**src/rtl/flash_cmd_pkg.sv**
```systemverilog
package flash_cmd_pkg;
  localparam logic [7:0]  CODE_KEY_A   = 8'hAA;
  localparam logic [7:0]  CODE_KEY_B   = 8'h55;
  localparam logic [7:0]  CODE_PROG    = 8'hA0;
  localparam logic [7:0]  CODE_SETUP   = 8'h80;
  localparam logic [7:0]  CODE_CHIP    = 8'h10;
  localparam logic [7:0]  CODE_SECT    = 8'h30;
  localparam logic [7:0]  CODE_STATUS  = 8'h70;
  localparam logic [7:0]  CODE_ARRAY   = 8'hF0;
  localparam logic [11:0] KEY_A_ADDR   = 12'h555;
  localparam logic [11:0] KEY_B_ADDR   = 12'h2AA;

  typedef enum logic [2:0] {
    ST_IDLE,
    ST_KEY1,
    ST_KEY2,
    ST_SETUP,
    ST_KEY3,
    ST_KEY4
  } seq_step_e;
endpackage

```
**src/rtl/flash_unlock_match.sv**
```systemverilog
module flash_unlock_match
  import flash_cmd_pkg::*;
#(
  parameter int ADDR_W = 20,
  parameter int DATA_W = 8
) (
  input  logic [ADDR_W-1:0] addr,
  input  logic [DATA_W-1:0] data,
  output logic              key_a_hit,
  output logic              key_b_hit
);
  localparam logic [ADDR_W-1:0] A_ADDR = ADDR_W'(KEY_A_ADDR);
  localparam logic [ADDR_W-1:0] B_ADDR = ADDR_W'(KEY_B_ADDR);
  localparam logic [DATA_W-1:0] A_DATA = DATA_W'(CODE_KEY_A);
  localparam logic [DATA_W-1:0] B_DATA = DATA_W'(CODE_KEY_B);

  always_comb begin
    key_a_hit = (addr == A_ADDR) && (data == A_DATA);
    key_b_hit = (addr == B_ADDR) && (data == B_DATA);
  end
endmodule

```
**src/rtl/flash_seq_fsm.sv**
```systemverilog
module flash_seq_fsm
  import flash_cmd_pkg::*;
#(
  parameter int DATA_W = 8,
  parameter int SECT_W = 4
) (
  input  logic              clk,
  input  logic              rst_n,
  input  logic              wr_stb,
  input  logic [DATA_W-1:0] wr_data,
  input  logic [SECT_W-1:0] sect_field,
  input  logic              busy,
  input  logic              key_a_hit,
  input  logic              key_b_hit,
  output logic              req_prog,
  output logic              req_chip,
  output logic              req_sect,
  output logic              req_status,
  output logic              req_array,
  output logic [SECT_W-1:0] sect_sel
);
  localparam logic [DATA_W-1:0] D_PROG   = DATA_W'(CODE_PROG);
  localparam logic [DATA_W-1:0] D_SETUP  = DATA_W'(CODE_SETUP);
  localparam logic [DATA_W-1:0] D_CHIP   = DATA_W'(CODE_CHIP);
  localparam logic [DATA_W-1:0] D_SECT   = DATA_W'(CODE_SECT);
  localparam logic [DATA_W-1:0] D_STATUS = DATA_W'(CODE_STATUS);
  localparam logic [DATA_W-1:0] D_ARRAY  = DATA_W'(CODE_ARRAY);

  seq_step_e step_q, step_d;
  logic hit_prog, hit_chip, hit_sect, hit_status, hit_array;

  always_comb begin
    step_d     = step_q;
    hit_prog   = 1'b0;
    hit_chip   = 1'b0;
    hit_sect   = 1'b0;
    hit_status = 1'b0;
    hit_array  = 1'b0;
    if (wr_stb) begin
      step_d = ST_IDLE;
      unique case (step_q)
        ST_IDLE: begin
          if (key_a_hit)              step_d = ST_KEY1;
          else if (wr_data == D_STATUS) hit_status = 1'b1;
          else if (wr_data == D_ARRAY)  hit_array  = 1'b1;
        end
        ST_KEY1:  if (key_b_hit) step_d = ST_KEY2;
        ST_KEY2: begin
          if (wr_data == D_PROG)       hit_prog = 1'b1;
          else if (wr_data == D_SETUP) step_d   = ST_SETUP;
        end
        ST_SETUP: if (key_a_hit) step_d = ST_KEY3;
        ST_KEY3:  if (key_b_hit) step_d = ST_KEY4;
        ST_KEY4: begin
          if (wr_data == D_CHIP)      hit_chip = 1'b1;
          else if (wr_data == D_SECT) hit_sect = 1'b1;
        end
        default: step_d = ST_IDLE;
      endcase
    end
    if (busy) begin
      step_d   = ST_IDLE;
      hit_prog = 1'b0;
      hit_chip = 1'b0;
      hit_sect = 1'b0;
    end
  end

  always_ff @(posedge clk) begin
    if (!rst_n) begin
      step_q     <= ST_IDLE;
      req_prog   <= 1'b0;
      req_chip   <= 1'b0;
      req_sect   <= 1'b0;
      req_status <= 1'b0;
      req_array  <= 1'b0;
      sect_sel   <= '0;
    end else begin
      step_q     <= step_d;
      req_prog   <= hit_prog;
      req_chip   <= hit_chip;
      req_sect   <= hit_sect;
      req_status <= hit_status;
      req_array  <= hit_array;
      if (hit_sect) sect_sel <= sect_field;
    end
  end


  req_excl_chk: assert property (@(posedge clk) disable iff (!rst_n)
    $onehot0({req_prog, req_chip, req_sect, req_status, req_array}));


  prog_pulse_chk: assert property (@(posedge clk) disable iff (!rst_n)
    req_prog |=> !req_prog);


  prog_cause_chk: assert property (@(posedge clk) disable iff (!rst_n)
    req_prog |-> ($past(wr_stb) && $past(wr_data) == D_PROG));


  chip_cause_chk: assert property (@(posedge clk) disable iff (!rst_n)
    req_chip |-> ($past(wr_stb) && $past(wr_data) == D_CHIP));


  busy_block_chk: assert property (@(posedge clk) disable iff (!rst_n)
    busy |=> !(req_prog || req_chip || req_sect));


  idle_quiet_chk: assert property (@(posedge clk) disable iff (!rst_n)
    !wr_stb |=> !(req_prog || req_chip || req_sect || req_status || req_array));
endmodule

```
**src/rtl/flash_read_mode.sv**
```systemverilog
module flash_read_mode (
  input  logic clk,
  input  logic rst_n,
  input  logic set_status,
  input  logic set_array,
  output logic mode_status
);
  always_ff @(posedge clk) begin
    if (!rst_n)          mode_status <= 1'b0;
    else if (set_status) mode_status <= 1'b1;
    else if (set_array)  mode_status <= 1'b0;
  end


  array_clear_chk: assert property (@(posedge clk) disable iff (!rst_n)
    set_array |=> !mode_status);


  status_set_chk: assert property (@(posedge clk) disable iff (!rst_n)
    set_status |=> mode_status);


  mode_hold_chk: assert property (@(posedge clk) disable iff (!rst_n)
    !(set_status || set_array) |=> $stable(mode_status));
endmodule

```
**src/rtl/flash_cmd_decoder.sv**
```systemverilog
module flash_cmd_decoder #(
  parameter int ADDR_W = 20,
  parameter int DATA_W = 8,
  parameter int SECT_W = 4
) (
  input  logic              clk,
  input  logic              rst_n,
  input  logic              wr_stb,
  input  logic [ADDR_W-1:0] wr_addr,
  input  logic [DATA_W-1:0] wr_data,
  input  logic              busy,
  output logic              req_prog,
  output logic              req_chip_erase,
  output logic              req_sect_erase,
  output logic [SECT_W-1:0] sect_sel,
  output logic              req_rd_status,
  output logic              req_rd_array,
  output logic              rd_mode_status
);
  localparam int SECT_LSB = ADDR_W - SECT_W;

  logic key_a_hit, key_b_hit;
  logic any_status;

  flash_unlock_match #(.ADDR_W(ADDR_W), .DATA_W(DATA_W)) u_match (
    .addr      (wr_addr),
    .data      (wr_data),
    .key_a_hit (key_a_hit),
    .key_b_hit (key_b_hit)
  );

  flash_seq_fsm #(.DATA_W(DATA_W), .SECT_W(SECT_W)) u_fsm (
    .clk        (clk),
    .rst_n      (rst_n),
    .wr_stb     (wr_stb),
    .wr_data    (wr_data),
    .sect_field (wr_addr[SECT_LSB +: SECT_W]),
    .busy       (busy),
    .key_a_hit  (key_a_hit),
    .key_b_hit  (key_b_hit),
    .req_prog   (req_prog),
    .req_chip   (req_chip_erase),
    .req_sect   (req_sect_erase),
    .req_status (req_rd_status),
    .req_array  (req_rd_array),
    .sect_sel   (sect_sel)
  );

  assign any_status = req_prog | req_chip_erase | req_sect_erase | req_rd_status;

  flash_read_mode u_mode (
    .clk         (clk),
    .rst_n       (rst_n),
    .set_status  (any_status),
    .set_array   (req_rd_array),
    .mode_status (rd_mode_status)
  );


  sect_hold_chk: assert property (@(posedge clk) disable iff (!rst_n)
    (sect_sel != $past(sect_sel)) |-> req_sect_erase);
endmodule

```
**config.mk**
```make
export PLATFORM = sky130hd
export DESIGN_NAME = flash_cmd_decoder
export DESIGN_NICKNAME = d
export VERILOG_FILES = /design/src/rtl/flash_cmd_pkg.sv /design/src/rtl/flash_unlock_match.sv /design/src/rtl/flash_seq_fsm.sv /design/src/rtl/flash_read_mode.sv /design/src/rtl/flash_cmd_decoder.sv
export SDC_FILE = /design/constraint.sdc
export NUM_CORES = 1
export LEC_CHECK = 0
export ABC_AREA = 1
export BUFFER_PORTS_ARGS = -buffer_cell sky130_fd_sc_hd__buf_2
export CAP_MARGIN = 25
export CORE_ASPECT_RATIO = 1.2
export CORE_MARGIN = 1
export CORE_UTILIZATION = 37
export DETAILED_ROUTE_END_ITERATION = 6
export PLACE_DENSITY = 0.69
export SKIP_LAST_GASP = 1
export SYNTH_ARGS = -nofsm -noshare
export SYNTH_HDL_FRONTEND = slang
export SYNTH_SLANG_ARGS = --single-unit
```
**constraint.sdc**
```tcl
create_clock -name clk -period 1.2 [get_ports clk]
set_clock_uncertainty 0.05 [all_clocks]
set_input_delay 0.12 -clock clk [delete_from_list [all_inputs] [get_ports clk]]
set_output_delay 0.12 -clock clk [all_outputs]
set_load 0.01 [all_outputs]
```
==> metrics.cfg, run 1 <==
[yosys]
syn_nets=181
synth-edff-count=0
seq_area_frac_synth=0.3019
synth.ff_latch_count=13
netlist_area_um2=862.1
synth.avg_cell_area_um2=5.786
yosysTopAreaCellShare=0.3019
yosys_warnings=0
async_reset_ff_frac=0
synth_most_common_cell=nand2_1
synth_area_leaders=dfxtp_1 (30%), nand2_1 (17%), inv_1 (13%)
synth_flop_cell=dfxtp_1
synthDistinctLibCells=19
yosys.area.top_type=dfxtp_1
synthesis.instances=149
synth_common_cells=nand2_1 (40), inv_1 (31), nor2_1 (28), dfxtp_1 (13), nor3_1 (6)

[global_route]
grt_first_pass_wirelength_um=3450
grt-busiest-layer=met2
track_usage=0.1903
antenna_found_initial=0
use_met1=0.1806
grt_pass1_vias=956
use_met3=0.04950
met2_usage=0.3850
grt_overflow=0
grt_max_degree=8

[worst_setup_path]
critPathSlowestCell=dfxtp_2
endpoint_kind=flop
cpPeakStageDelay_ps=350
cp_num_buf_inv=1
cp_cell_sequence=inv_2 -> nand4_1 -> nand3b_1 -> o21ai_1 -> nor2_1
startpoint_type=flop
path_class=reg -> reg
critical-path-top-delay-family=simple AND/OR/NAND/NOR gates
crit_arrival_ps=1410
crit_fanout=4
cp_data_required_time_ps=1330

[final_layout]
antenna_cells=0
syn_to_final_growth_pct=38.46
nNetsFinal=234
drive_gt1_frac=0.3234
fin_util=0.5638
final_cells=231

[detailed_routing]
vias=1038
first_pass_iters=4
ant_nets=0
wl_per_cell_um=9.506
drc_errors=0
wirelength_um=2196
first_iter_violations=23
drt-vias-per-instance=4.494

[clocking]
numCtsBuffers=3
cts_max_level=1
cts_hold_buf=0
cts.sinks=13
clock_path_buffers=2
clk_pin_slew_worst_paths_ps=80
cts_root_buf=clkbuf_4
clock_latency_ps=280
cts_tree=done

[hold_path]
hp-class=in -> reg

[sta]
timing.fmax_mhz=777.5
whs_ps=46.35
tns_ps=-435.9
worst_pin_slew_ps=357.9
max_slew_margin=0.7596
setup_viol=6
period_share=1.072
drv_slew=0
period_needed_ps=1286
worst_slack_ps=-86.23
grt_setup_unrepaired=yes
hold_viol_final=0

[placed_design]
gp_congestion=0.7841
dp.cells=223
dp_hpwl_um=1852
io_buffers=41

[die]
placementRows=18
die_area_um2=2528
fp.dieH_um=54.88
coreArea_um2=2117
die_w_um=46.07
num_io_pins=42
initial_utilization=0.4072

[flow_run]
max_cap_viol_count=0

[power_and_ir_drop]
p_leak_nw=0.6389
power_density_nw_per_um2=703.8
ir_worst_vdd_mv=0.7580
total_power_mw=0.8401

[run_status]
violations=negative setup slack
status=finished, violations left

## registers in the layout (all words and copies together) (netlist names)
register / flops
u_fsm.req_array: 1
u_mode.mode_status: 1
u_fsm.req_chip: 1
u_fsm.req_status: 1
u_fsm.step_q: 3
u_fsm.req_prog: 1
u_fsm.sect_sel: 4
u_fsm.req_sect: 1
## final cells by class
type	instances	area [µm²]
fillers	245	923.4
inverters	33	123.9
clock buffers	4	26.28
flip-flops and latches	13	264.0
multi-input cells	103	484.2
well taps	30	37.54
repair buffers	48	257.7
## worst min-delay path, cell delays in order
cell and delay (ps):
buf_2 90, o21ai_1 60, nor2_1 70
## logic make-up (layout without fill, tap and decap cells)
group,count (synthesis),in the layout,synth area share
flip-flops,13,13,0.3019
buffers and inverters,33,85,0.1437
AND/OR/NAND/NOR,92,92,0.4906
AO/OA/AOI/OAI,11,11,0.06386
## cells in the final DEF (no fill, tap or decap), drive strengths merged, types with 4 or more instances in the layout
| cell | n |
|---|---|
| a21oi | 4 |
| buf | 48 |
| clkbuf | 4 |
| dfxtp | 13 |
| inv | 33 |
| nand2 | 41 |
| nand3 | 6 |
| nor2 | 30 |
| nor3 | 7 |
| o21ai | 7 |
## metal layers
| metal | up-vias | wire, µm |
|---|---|---|
| met5 | - | 0 |
| met4 | 0 | 42 |
| met3 | 6 | 118 |
| met2 | 32 | 1156 |
| met1 | 444 | 878 |
| li1 | 556 | - |
## repair_timing
| action | CTS | global route |
|---|---|---|
| pin swaps | 7 | 7 |
| endpoints found under the setup margin | 7 | 11 |
| buffers inserted | 4 | 0 |
| resized for setup | 7 | 3 |
## through the flow
stage	area [µm²]	setup slack, ps
finish	1194	-86.23
global placement	1127	-8.800
CTS	1186	-84.36
global route	1194	-170.3
floorplan	862.1	51.22
detailed placement	1127	-94.08
## power by group
group          internal [mW]  switching, mW
Combinational         0.0618         0.0812
Clock                  0.129          0.137
Sequential             0.431      0.0000476
Total                  0.622          0.219
## final timing paths
path | cells past startpoint | slack [ps] | start | to
worst min register to register | 2 | 450 | u_fsm.sect_sel[0] | u_fsm.sect_sel[0]
worst max-delay path | 5 | -90 | u_fsm.step_q[1] | u_fsm.sect_sel[3]
worst max register to register | 5 | -90 | u_fsm.step_q[1] | u_fsm.sect_sel[3]
worst min-delay path | 3 | 50 | wr_addr[17] | u_fsm.sect_sel[1]
Power figures use the tool's default switching activity.
==> inputs of run 2 (changes only) <==
--- a/config.mk
+++ b/config.mk
@@ -9,7 +9,7 @@
 export BUFFER_PORTS_ARGS = -buffer_cell sky130_fd_sc_hd__buf_2
 export CAP_MARGIN = 25
 export CORE_ASPECT_RATIO = 1.2
-export CORE_MARGIN = 1
+export CORE_MARGIN = 5
 export CORE_UTILIZATION = 37
 export DETAILED_ROUTE_END_ITERATION = 6
 export PLACE_DENSITY = 0.69
==> run 2 against run 1 <==
Against the previous run:
- the flow still finishes with violations (negative setup slack)
- critical path type unchanged
- fmax increased by 3.3%
- critical endpoint unchanged
- power hardly changed
- design area up 2.2%
- clock power is essentially flat
- worst hold slack got worse by 8.2 ps
- clock-buffer cell count down 1
- cell count is 0.43% lower
- via count up 0.67%
- die area is 34% higher
- largest power group unchanged
==> metrics.cfg, run 2 (synthesis results as in run 1) <==
[final_layout]
final_cell_mix=buf_2 (41), nand2_1 (40), inv_1 (28)  ; was buf_2 (41), nand2_1 (40), inv_1 (29)
layout_commonest_cell=buf_2  ; unchanged
n_fill_cell=248  ; was 245
antenna_cells=0  ; unchanged
largest_register_ff_count=4  ; unchanged
drive_gt1_frac=0.3668  ; was 0.3234
syn_to_final_growth_pct=41.51  ; was 38.46%
nNetsFinal=232  ; was 234
regMostFlops=u_fsm.sect_sel  ; unchanged
top_regs=u_fsm.sect_sel: 4 flops, u_fsm.step_q: 3 flops  ; unchanged

[worst_setup_path]
cp_data_required_time_ps=1320  ; was 1330 ps
cpPeakStageDelay_ps=330  ; was 350 ps
rr_worst_depth=5  ; unchanged
cp_cell_sequence=inv_2 -> nand4_1 -> nand3b_1 -> o21ai_1 -> nor2_1  ; unchanged
critPathSlowestCell=dfxtp_2  ; unchanged
r2r-start=u_fsm.step_q[1]  ; unchanged
r2r_end=u_fsm.sect_sel[3]  ; unchanged
startpoint_type=flop  ; unchanged
endpoint_kind=flop  ; unchanged
rrSetupSlack_ps=-50  ; was -90 ps
crit_arrival_ps=1370  ; was 1410 ps
crit_fanout=4  ; unchanged
path_class=reg -> reg  ; unchanged

[placed_design]
dp_hpwl_um=1982  ; was 1852 µm
io_buffers=41  ; unchanged
gp_congestion=0.7917  ; was 0.7841

[global_route]
grt_max_degree=9  ; was 8
grt_pass1_vias=927  ; was 956
grt_first_pass_wirelength_um=3574  ; was 3450 µm
track_usage=0.1351  ; was 0.1903
antenna_found_initial=0  ; unchanged
grt_overflow=0  ; unchanged

[power_and_ir_drop]
p_leak_nw=0.6450  ; was 0.6389 nW
power_density_nw_per_um2=688.6  ; was 703.8 nW/µm²
p_sw_mw=0.2253  ; was 0.2185 mW
p_comb_frac=0.174  ; was 0.170
total_power_mw=0.8400  ; was 0.8401 mW
p_seq_frac=0.510  ; was 0.513
ir_worst_vdd_mv=0.3321  ; was 0.7580 mV
power.clock.fraction=0.316  ; was 0.317
p_int_mw=0.6148  ; was 0.6215 mW
switching_share=0.2682  ; was 0.2601

[detailed_routing]
first_iter_violations=19  ; was 23
vias=1045  ; was 1038
wirelength_um=2315  ; was 2196 µm
drt-vias-per-instance=4.543  ; was 4.494
ant_nets=0  ; unchanged
wl_per_cell_um=10.07  ; was 9.506 µm
first_pass_iters=4  ; unchanged
drc_errors=0  ; unchanged

[sta]
hold_viol_final=0  ; unchanged
drv_slew=0  ; unchanged
period_needed_ps=1246  ; was 1286 ps
period_share=1.038  ; was 1.072
max_slew_margin=0.7930  ; was 0.7596
tns_ps=-205.9  ; was -435.9 ps
worst_slack_ps=-45.72  ; was -86.23 ps
grt_setup_unrepaired=yes  ; unchanged
setup_viol=6  ; unchanged
timing.fmax_mhz=802.7  ; was 777.5 MHz
worst_pin_slew_ps=308.1  ; was 357.9 ps

[clocking]
clock_latency_ps=270  ; was 280 ps
cts_tree=done  ; unchanged
cts_root_buf=clkbuf_4  ; unchanged
cts.sinks=13  ; unchanged
cts_hold_buf=0  ; unchanged
cts_max_level=1  ; unchanged
clock_path_buffers=2  ; unchanged
numCtsBuffers=3  ; unchanged
clk_pin_slew_worst_paths_ps=80  ; about the same

[flow_run]
max_cap_viol_count=0  ; unchanged

[die]
initial_utilization=0.3817  ; was 0.4072
coreArea_um2=2258  ; was 2117 µm²
num_io_pins=42  ; unchanged
die_w_um=54.07  ; was 46.07 µm
fp.dieH_um=62.88  ; was 54.88 µm
die_area_um2=3399  ; was 2528 µm²
placementRows=19  ; was 18

[run_status]
status=finished, violations left  ; unchanged
violations=negative setup slack  ; unchanged

[hold_path]
min_from=wr_addr[18]  ; was wr_addr[17]
hp-class=in -> reg  ; unchanged
whs_endpoint=u_fsm.sect_sel[2]  ; was u_fsm.sect_sel[1]
hold_depth=3  ; unchanged

-- run 2: critical path, delay by kind of cell, from the launching register on --
family | cells | cell delay [ps]
AOI/OAI and AO/OA | 1 | 160
and+or+nand+nor | 3 | 540
DFF | 1 | 330
buffers and inverters | 1 | 70
-- run 2: metal layers --
| layer | share of wire | vias to the layer above | track usage |
|---|---|---|---|
| met1 | 0.40 | 447 | 0.1590 |
| met3 | 0.081 | 4 | 0.02625 |
| met5 | 0 | - | 0 |
| li1 | - | 555 | - |
| met4 | 0.016 | 0 | 0.05919 |
| met2 | 0.50 | 39 | 0.2273 |
-- run 2: worst max-delay path by stage --
| stage | from | end |
|---|---|---|
| global route | u_fsm.step_q[1] | u_fsm.step_q[0] |
| detailed placement | u_fsm.step_q[0] | u_fsm.sect_sel[2] |
| CTS | u_fsm.step_q[2] | u_fsm.step_q[1] |
| finish | u_fsm.step_q[1] | u_fsm.sect_sel[3] |
| floorplan | u_fsm.step_q[0] | u_fsm.sect_sel[0] |
| global placement | u_fsm.step_q[1] | u_fsm.req_array |
-- run 2: what timing repair did --
item                                    4_1_cts  5_1_grt
pin swaps                                     9        7
buffers inserted                              1        0
resized for setup                             9       12
endpoints found under the setup margin        9       11
-- run 2: power groups by stage --
stage | Sequential (mW) | Combinational (mW) | Clock, mW
after global placement | 0.441 | 0.137 | 0
after CTS | 0.431 | 0.145 | 0.275
after global routing | 0.429 | 0.166 | 0.292
final | 0.429 | 0.146 | 0.265
after floorplan | 0.441 | 0.0606 | 0
after detailed placement | 0.441 | 0.142 | 0
-- run 2: through the flow --
| stage | utilization | instance area [µm²] | hold slack, ps | setup slack, ps | instances |
|---|---|---|---|---|---|
| global placement | 0.5030 | 1136 | 342.5 | -22.98 | 225 |
| finish | 0.5402 | 1220 | 38.17 | -45.72 | 230 |
| floorplan | - | 862.1 | 167.6 | 51.22 | 149 |
| detailed placement | 0.5030 | 1136 | 344.7 | -50.05 | 225 |
| CTS | 0.5230 | 1181 | 31.50 | -24.13 | 230 |
| global route | 0.5402 | 1220 | 29.62 | -103.0 | 230 |
-- run 2: final cells by class --
class | instances | area [µm²] | share of cell area
multi-input cells | 103 | 520.5 | 0.4267
flip-flops and latches | 13 | 266.5 | 0.2185
repair buffers | 46 | 242.7 | 0.1990
inverters | 33 | 123.9 | 0.1015
well taps | 31 | 38.79 | 0.03179
clock buffers | 3 | 22.52 | 0.01846
clock inverters | 1 | 5.005 | 0.004103
